**config.mk**
```make
export PLATFORM = sky130hd
export DESIGN_NAME = bus_wait_gen
export DESIGN_NICKNAME = d
export VERILOG_FILES = /design/src/rtl/bwg_pkg.sv /design/src/rtl/bwg_cfg_reg.sv /design/src/rtl/bwg_count_sel.sv /design/src/rtl/bwg_wait_fsm.sv /design/src/rtl/bus_wait_gen.sv
export SDC_FILE = /design/constraint.sdc
export NUM_CORES = 1
export LEC_CHECK = 0
export ABC_AREA = 0
export CAP_MARGIN = 30
export CORE_MARGIN = 1
export CORE_UTILIZATION = 25
export CTS_CLUSTER_DIAMETER = 100
export DETAILED_ROUTE_END_ITERATION = 10
export GPL_TIMING_DRIVEN = 0
export PLACE_DENSITY = 0.57
export SYNTH_ARGS = -nofsm -noshare
export SYNTH_HDL_FRONTEND = slang
export SYNTH_SLANG_ARGS = --single-unit
```
**constraint.sdc**
```tcl
create_clock -name clk -period 2.6 [get_ports clk]
set_input_delay 0.52 -clock clk [delete_from_list [all_inputs] [get_ports clk]]
set_output_delay 0.52 -clock clk [all_outputs]
set_load 0.02 [all_outputs]
```
**src/rtl/bwg_pkg.sv**
```systemverilog
package bwg_pkg;
  typedef enum logic [2:0] {
    KIND_MEM    = 3'd0,
    KIND_IO     = 3'd1,
    KIND_ACK_L0 = 3'd2,
    KIND_ACK_LX = 3'd3,
    KIND_ACK_NM = 3'd4
  } cyc_kind_e;

  localparam int FIELD_W = 2;
  localparam int CFG_W   = 2 * FIELD_W;

  typedef struct packed {
    logic [FIELD_W-1:0] io_fld;
    logic [FIELD_W-1:0] mem_fld;
  } wait_cfg_t;
endpackage

```
**src/rtl/bwg_cfg_reg.sv**
```systemverilog
module bwg_cfg_reg
  import bwg_pkg::*;
(
  input  logic             clk,
  input  logic             rst_n,
  input  logic             we,
  input  logic [CFG_W-1:0] wdata,
  output logic [CFG_W-1:0] rdata,
  output wait_cfg_t        cfg
);
  wait_cfg_t cfg_q;

  always_ff @(posedge clk or negedge rst_n) begin
    if (!rst_n) begin
      cfg_q <= '1;
    end else if (we) begin
      cfg_q <= wait_cfg_t'(wdata);
    end
  end

  assign cfg   = cfg_q;
  assign rdata = CFG_W'(cfg_q);
endmodule

```
**src/rtl/bwg_count_sel.sv**
```systemverilog
module bwg_count_sel
  import bwg_pkg::*;
#(
  parameter int          ADDR_W       = 16,
  parameter int          ONCHIP_SPAN  = 64,
  parameter logic [63:0] DATA_REG_MAP = 64'h0000_0000_000F_FF00,
  parameter int          CNT_W        = 3,
  parameter int          SYNC_MAX     = 4
) (
  input  wait_cfg_t         cfg,
  input  logic [2:0]        kind,
  input  logic              fetch,
  input  logic [ADDR_W-1:0] addr,
  output logic [CNT_W-1:0]  cnt,
  output logic              sync_mode,
  output logic              ext_ok
);
  localparam int SPAN_BITS = $clog2(ONCHIP_SPAN);

  logic                 onchip;
  logic                 data_reg;
  logic [CNT_W-1:0]     mem_cnt;
  logic [CNT_W-1:0]     l0_cnt;

  assign onchip   = (addr >> SPAN_BITS) == '0;
  assign data_reg = onchip && DATA_REG_MAP[addr[SPAN_BITS-1:0]];
  assign mem_cnt  = CNT_W'(cfg.mem_fld);

  always_comb begin
    unique case (cfg.io_fld)
      2'd0:    l0_cnt = CNT_W'(2);
      2'd1:    l0_cnt = CNT_W'(4);
      2'd2:    l0_cnt = CNT_W'(5);
      default: l0_cnt = CNT_W'(6);
    endcase
  end

  always_comb begin
    cnt       = mem_cnt;
    sync_mode = 1'b0;
    ext_ok    = 1'b1;
    case (kind)
      KIND_MEM: cnt = mem_cnt;
      KIND_IO: begin
        if (data_reg) begin
          cnt       = CNT_W'(SYNC_MAX);
          sync_mode = 1'b1;
          ext_ok    = 1'b0;
        end else if (onchip) begin
          cnt    = '0;
          ext_ok = 1'b0;
        end else begin
          cnt = CNT_W'(cfg.io_fld) + CNT_W'(1);
        end
      end
      KIND_ACK_L0: cnt = fetch ? l0_cnt : mem_cnt;
      KIND_ACK_LX: cnt = fetch ? CNT_W'(2) : mem_cnt;
      KIND_ACK_NM: cnt = fetch ? '0 : mem_cnt;
      default:     cnt = mem_cnt;
    endcase
  end
endmodule

```
**src/rtl/bwg_wait_fsm.sv**
```systemverilog
module bwg_wait_fsm #(
  parameter int CNT_W = 3
) (
  input  logic             clk,
  input  logic             rst_n,
  input  logic             start,
  input  logic [CNT_W-1:0] cnt_in,
  input  logic             sync_in,
  input  logic             ext_ok_in,
  input  logic             sync_rdy,
  input  logic             ext_wait,
  output logic             busy,
  output logic             wait_ins,
  output logic             done
);
  logic [CNT_W-1:0] cnt_q;
  logic             sync_q;
  logic             ext_ok_q;
  logic             cnt_live;
  logic             step;

  assign cnt_live = cnt_q != '0;
  assign step     = cnt_live && (!sync_q || !sync_rdy);

  always_comb begin
    if (!busy)         wait_ins = 1'b0;
    else if (cnt_live) wait_ins = sync_q ? !sync_rdy : 1'b1;
    else               wait_ins = ext_ok_q && ext_wait;
  end

  assign done = busy && !wait_ins;

  always_ff @(posedge clk or negedge rst_n) begin
    if (!rst_n) begin
      busy     <= 1'b0;
      cnt_q    <= '0;
      sync_q   <= 1'b0;
      ext_ok_q <= 1'b0;
    end else if (!busy) begin
      if (start) begin
        busy     <= 1'b1;
        cnt_q    <= cnt_in;
        sync_q   <= sync_in;
        ext_ok_q <= ext_ok_in;
      end
    end else if (done) begin
      busy  <= 1'b0;
      cnt_q <= '0;
    end else if (step) begin
      cnt_q <= cnt_q - CNT_W'(1);
    end
  end
endmodule

```
**src/rtl/bus_wait_gen.sv**
```systemverilog
module bus_wait_gen
  import bwg_pkg::*;
#(
  parameter int          ADDR_W       = 16,
  parameter int          ONCHIP_SPAN  = 64,
  parameter logic [63:0] DATA_REG_MAP = 64'h0000_0000_000F_FF00,
  parameter int          SYNC_MAX     = 4
) (
  input  logic              clk,
  input  logic              rst_n,
  input  logic              cfg_we,
  input  logic [3:0]        cfg_wdata,
  output logic [3:0]        cfg_rdata,
  input  logic              req_valid,
  output logic              req_ready,
  input  logic [2:0]        req_kind,
  input  logic              fetch_cyc,
  input  logic [ADDR_W-1:0] req_addr,
  input  logic              sync_rdy,
  input  logic              ext_wait,
  output logic              wait_ins,
  output logic              cyc_done
);
  localparam int MAX_WAIT = (SYNC_MAX > 6) ? SYNC_MAX : 6;
  localparam int CNT_W    = $clog2(MAX_WAIT + 1);

  wait_cfg_t        cfg;
  logic [CNT_W-1:0] sel_cnt;
  logic             sel_sync;
  logic             sel_ext;
  logic             busy;

  bwg_cfg_reg u_cfg (
    .clk   (clk),
    .rst_n (rst_n),
    .we    (cfg_we),
    .wdata (cfg_wdata),
    .rdata (cfg_rdata),
    .cfg   (cfg)
  );

  bwg_count_sel #(
    .ADDR_W       (ADDR_W),
    .ONCHIP_SPAN  (ONCHIP_SPAN),
    .DATA_REG_MAP (DATA_REG_MAP),
    .CNT_W        (CNT_W),
    .SYNC_MAX     (SYNC_MAX)
  ) u_sel (
    .cfg       (cfg),
    .kind      (req_kind),
    .fetch     (fetch_cyc),
    .addr      (req_addr),
    .cnt       (sel_cnt),
    .sync_mode (sel_sync),
    .ext_ok    (sel_ext)
  );

  bwg_wait_fsm #(.CNT_W(CNT_W)) u_fsm (
    .clk       (clk),
    .rst_n     (rst_n),
    .start     (req_valid),
    .cnt_in    (sel_cnt),
    .sync_in   (sel_sync),
    .ext_ok_in (sel_ext),
    .sync_rdy  (sync_rdy),
    .ext_wait  (ext_wait),
    .busy      (busy),
    .wait_ins  (wait_ins),
    .done      (cyc_done)
  );

  assign req_ready = !busy;
endmodule

```
==> run metrics <==
FF+latch area=255 µm²; IO Pins=37; Hold Path Sink=u_fsm.sync_q$_DFFE_PN0P_; post-synthesis sequential area ratio=34.5%; initial core utilization=26.6%; CTS clk-pin slew, worst paths=0.07 ns; synthesized-area fraction occupied by adder cells=8.45%; most frequent CP cell=inv_1; period utilization=93.0%; setup violators final=0; hold depth=1; CP max FO=4; first-pass GRT wire length=3490 µm; Final #Nets=158; Syn Area/Cell=8.82 µm²; core area=2780 µm²; max incr delay on CP=0.37 ns; Hold WS=0.494 ns; main combinational cell family by area after synthesis=simple AND/OR/NAND/NOR gates; cts bufs inserted=3; # rows=19; pwr dens=665 nW/µm²; synthesized flop and latch total=10; RR Startpoint=u_fsm.cnt_q[0]$_DFFE_PN0P_; compound-cell area share of the yosys netlist=17.2%; Sinks on Clock Net=10; drt first pass iters=2; drt total wl=1910 µm; DP Wirelength=1650 µm; final instance count without filler cells=152; required time of the critical path=2.08 ns; number of max-cap violations=0; Post-Synth XOR/XNOR Area=2.36%; Syn Std Cell Area=741 µm²; Die Y=56.4 µm; die area=3180 µm²; ys async rst share=100%; slowest CP cell=dfrtp_1; grt total ovfl=0; synthesized instance count=84; detailed router's first-iteration violation count=14; post-route ant nets=0; CTS tree=yes; post-synth cell types=36; cell count of the worst reg-to-reg path=7; Post-Place Cells=149; r2r endpoint=u_fsm.cnt_q[0]$_DFFE_PN0P_; Rel. slew slack=70.0%; gp weighted congestion=0.698; Post-synth EDFFs=0; Vias/cell=4.81; Slew Limit Fails=0; Tmin final=2.42 ns; CP endpoint kind=output port; unrepaired setup endpoints after global routing=no; hold crit path type=reg2reg; synthesized net count=119; gr usage total=13.9%; layout cells sized above 1=12.4%; I/O Buffers=34; vias=731; Worst Skew=0.00405 ns; status=finished, final reports clean; mux contribution to synthesized area=4.39%; leakage=0.469 nW; Crit Path Category=reg2out; largest net degree at the start of global routing=11; Die Wd=56.4 µm; Diodes inserted=0; area of the multi-input gates=455 µm²; reg2reg setup slack=0.97 ns; clk_lat worst skew=0.27 ns; Worst-Margin Slew=0.445 ns; peak supply drop=0.443 mV; initial antenna violation count=0; final hold violations=0; top_reg_cell synth=dfrtp_1; post-CTS setup buffer count=0; cell breakdown of the critical path=inv_1 -> ha_1 -> nand2b_1 -> mux2i_2 -> or2_1 -> inv_1 -> dlygate4sd2_1; Layout Area Growth over Synthesis=54.4%; clock root buffer=clkbuf_4; maximum clock path buffer count=2; Residual DRC=0; hold path startpoint=u_fsm.sync_q$_DFFE_PN0P_; CP Launch Type=register; WP data arrival=1.90 ns; Fill cells=293; Synth warnings=0; max frequency=0.414 GHz; vias in the first global route=813; htree depth=1; wire length per cell=12.6 µm; Post-Synth Simple-Gate Area=28.5%
## logic make-up after synthesis
group	count (synthesis)
buf+inv	9
compound gates	19
fa+ha+maj	5
mux	3
xor+xnor	2
simple gates	36
flops	10
## cells in the final DEF (no fill, tap or decap), types with 2 or more instances in the layout
cell / n
nor2b_1: 3
mux2_2: 2
dlygate4sd2_1: 2
nand4_1: 3
nand2_1: 7
ha_1: 5
inv_1: 8
nor2_1: 6
nand2b_1: 2
and2_1: 3
dfstp_2: 4
clkbuf_4: 3
dfrtp_1: 6
clkdlybuf4s50_1: 32
nand3_1: 2
xnor2_1: 2
o211ai_1: 2
o21ai_0: 4
a21oi_1: 5
## how the worst max path moves through the flow
stage,slack (ns),depth (start not counted),from,to
after floorplan,0.89,6,u_fsm.cnt_q[0]$_DFFE_PN0P_,wait_ins
after global placement,-0.1,6,ext_wait,wait_ins
after detailed placement,-0.13,6,ext_wait,wait_ins
after CTS,0.14,7,u_fsm.cnt_q[0]$_DFFE_PN0P_,wait_ins
after global routing,0.02,7,u_fsm.cnt_q[0]$_DFFE_PN0P_,wait_ins
final,0.18,7,u_fsm.cnt_q[0]$_DFFE_PN0P_,wait_ins
## state kept, by name (all words and copies together), names as in the netlist
signal / cells
u_cfg.cfg: 4
u_fsm.cnt_q: 3
u_fsm.busy: 1
u_fsm.ext_ok_q: 1
u_fsm.sync_q: 1
## report_power, final
group	internal [mW]	switching, mW	total [mW]
Clock	0.0536	0.0582	0.112
Sequential	0.204	0.0345	0.239
Combinational	0.203	0.207	0.410
## layout make-up
| cell class | count | area share, % |
|---|---|---|
| multi-input combinational | 65 | 39.8 |
| timing repair buffer | 34 | 29.5 |
| sequential | 10 | 22.3 |
| tap | 31 | 3.39 |
| inverter | 9 | 2.95 |
| clock buffer | 3 | 1.97 |
## cell usage after synthesis, types with 2 or more instances
library cell / count / share of area [%]
dfstp_2: 4 / 14
ha_1: 5 / 8.4
nand2_1: 7 / 3.5
nand4_1: 3 / 2.5
o21ai_0: 4 / 2.7
inv_1: 8 / 4.1
nand3_1: 2 / 1.4
xnor2_1: 2 / 2.4
a21oi_1: 5 / 3.4
and2_1: 3 / 2.5
nor2_1: 6 / 3.0
nand2b_1: 2 / 1.7
nor2b_1: 3 / 2.5
o211ai_1: 2 / 2.0
mux2_2: 2 / 3.0
dfrtp_1: 6 / 20
## routing by layer
metal  share of wire (%)  vias to the layer above  track usage, %  routed length (µm)
met5                   0                        -               0                   0
met4                0.52                        0            4.18                  10
met3                 3.8                        2            2.07                  73
met2                  49                       19            23.5                 932
met1                  47                      333            18.0                 896
li1                    -                      377               -                   -
## repair_timing
action,in CTS,in global routing
setup endpoints to repair,2,0
hold buffers,0,0
resized for setup,3,0
## critical path, delay by kind of cell, from the launching register on
family,cells,cell delay (ns)
AND/OR/NAND/NOR,2,0.31
buffers and inverters,3,0.44
multiplexers,1,0.28
adder cells (fa/ha/maj),1,0.22
flip-flops,1,0.37
## metrics by stage
stage | power [mW] | util (%) | setup TNS, ns | worst slack [ns] | cell area [µm²]
after floorplan | 0.494 | - | 0 | 0.892 | 741
after CTS | 0.774 | 41.1 | 0 | 0.142 | 1140
final | 0.761 | 41.1 | 0 | 0.183 | 1140
after detailed placement | 0.666 | 40.3 | -0.163 | -0.125 | 1120
after global routing | 0.836 | 41.1 | 0 | 0.0158 | 1140
after global placement | 0.653 | 40.3 | -0.0981 | -0.0981 | 1120
Power figures use the tool's default switching activity.
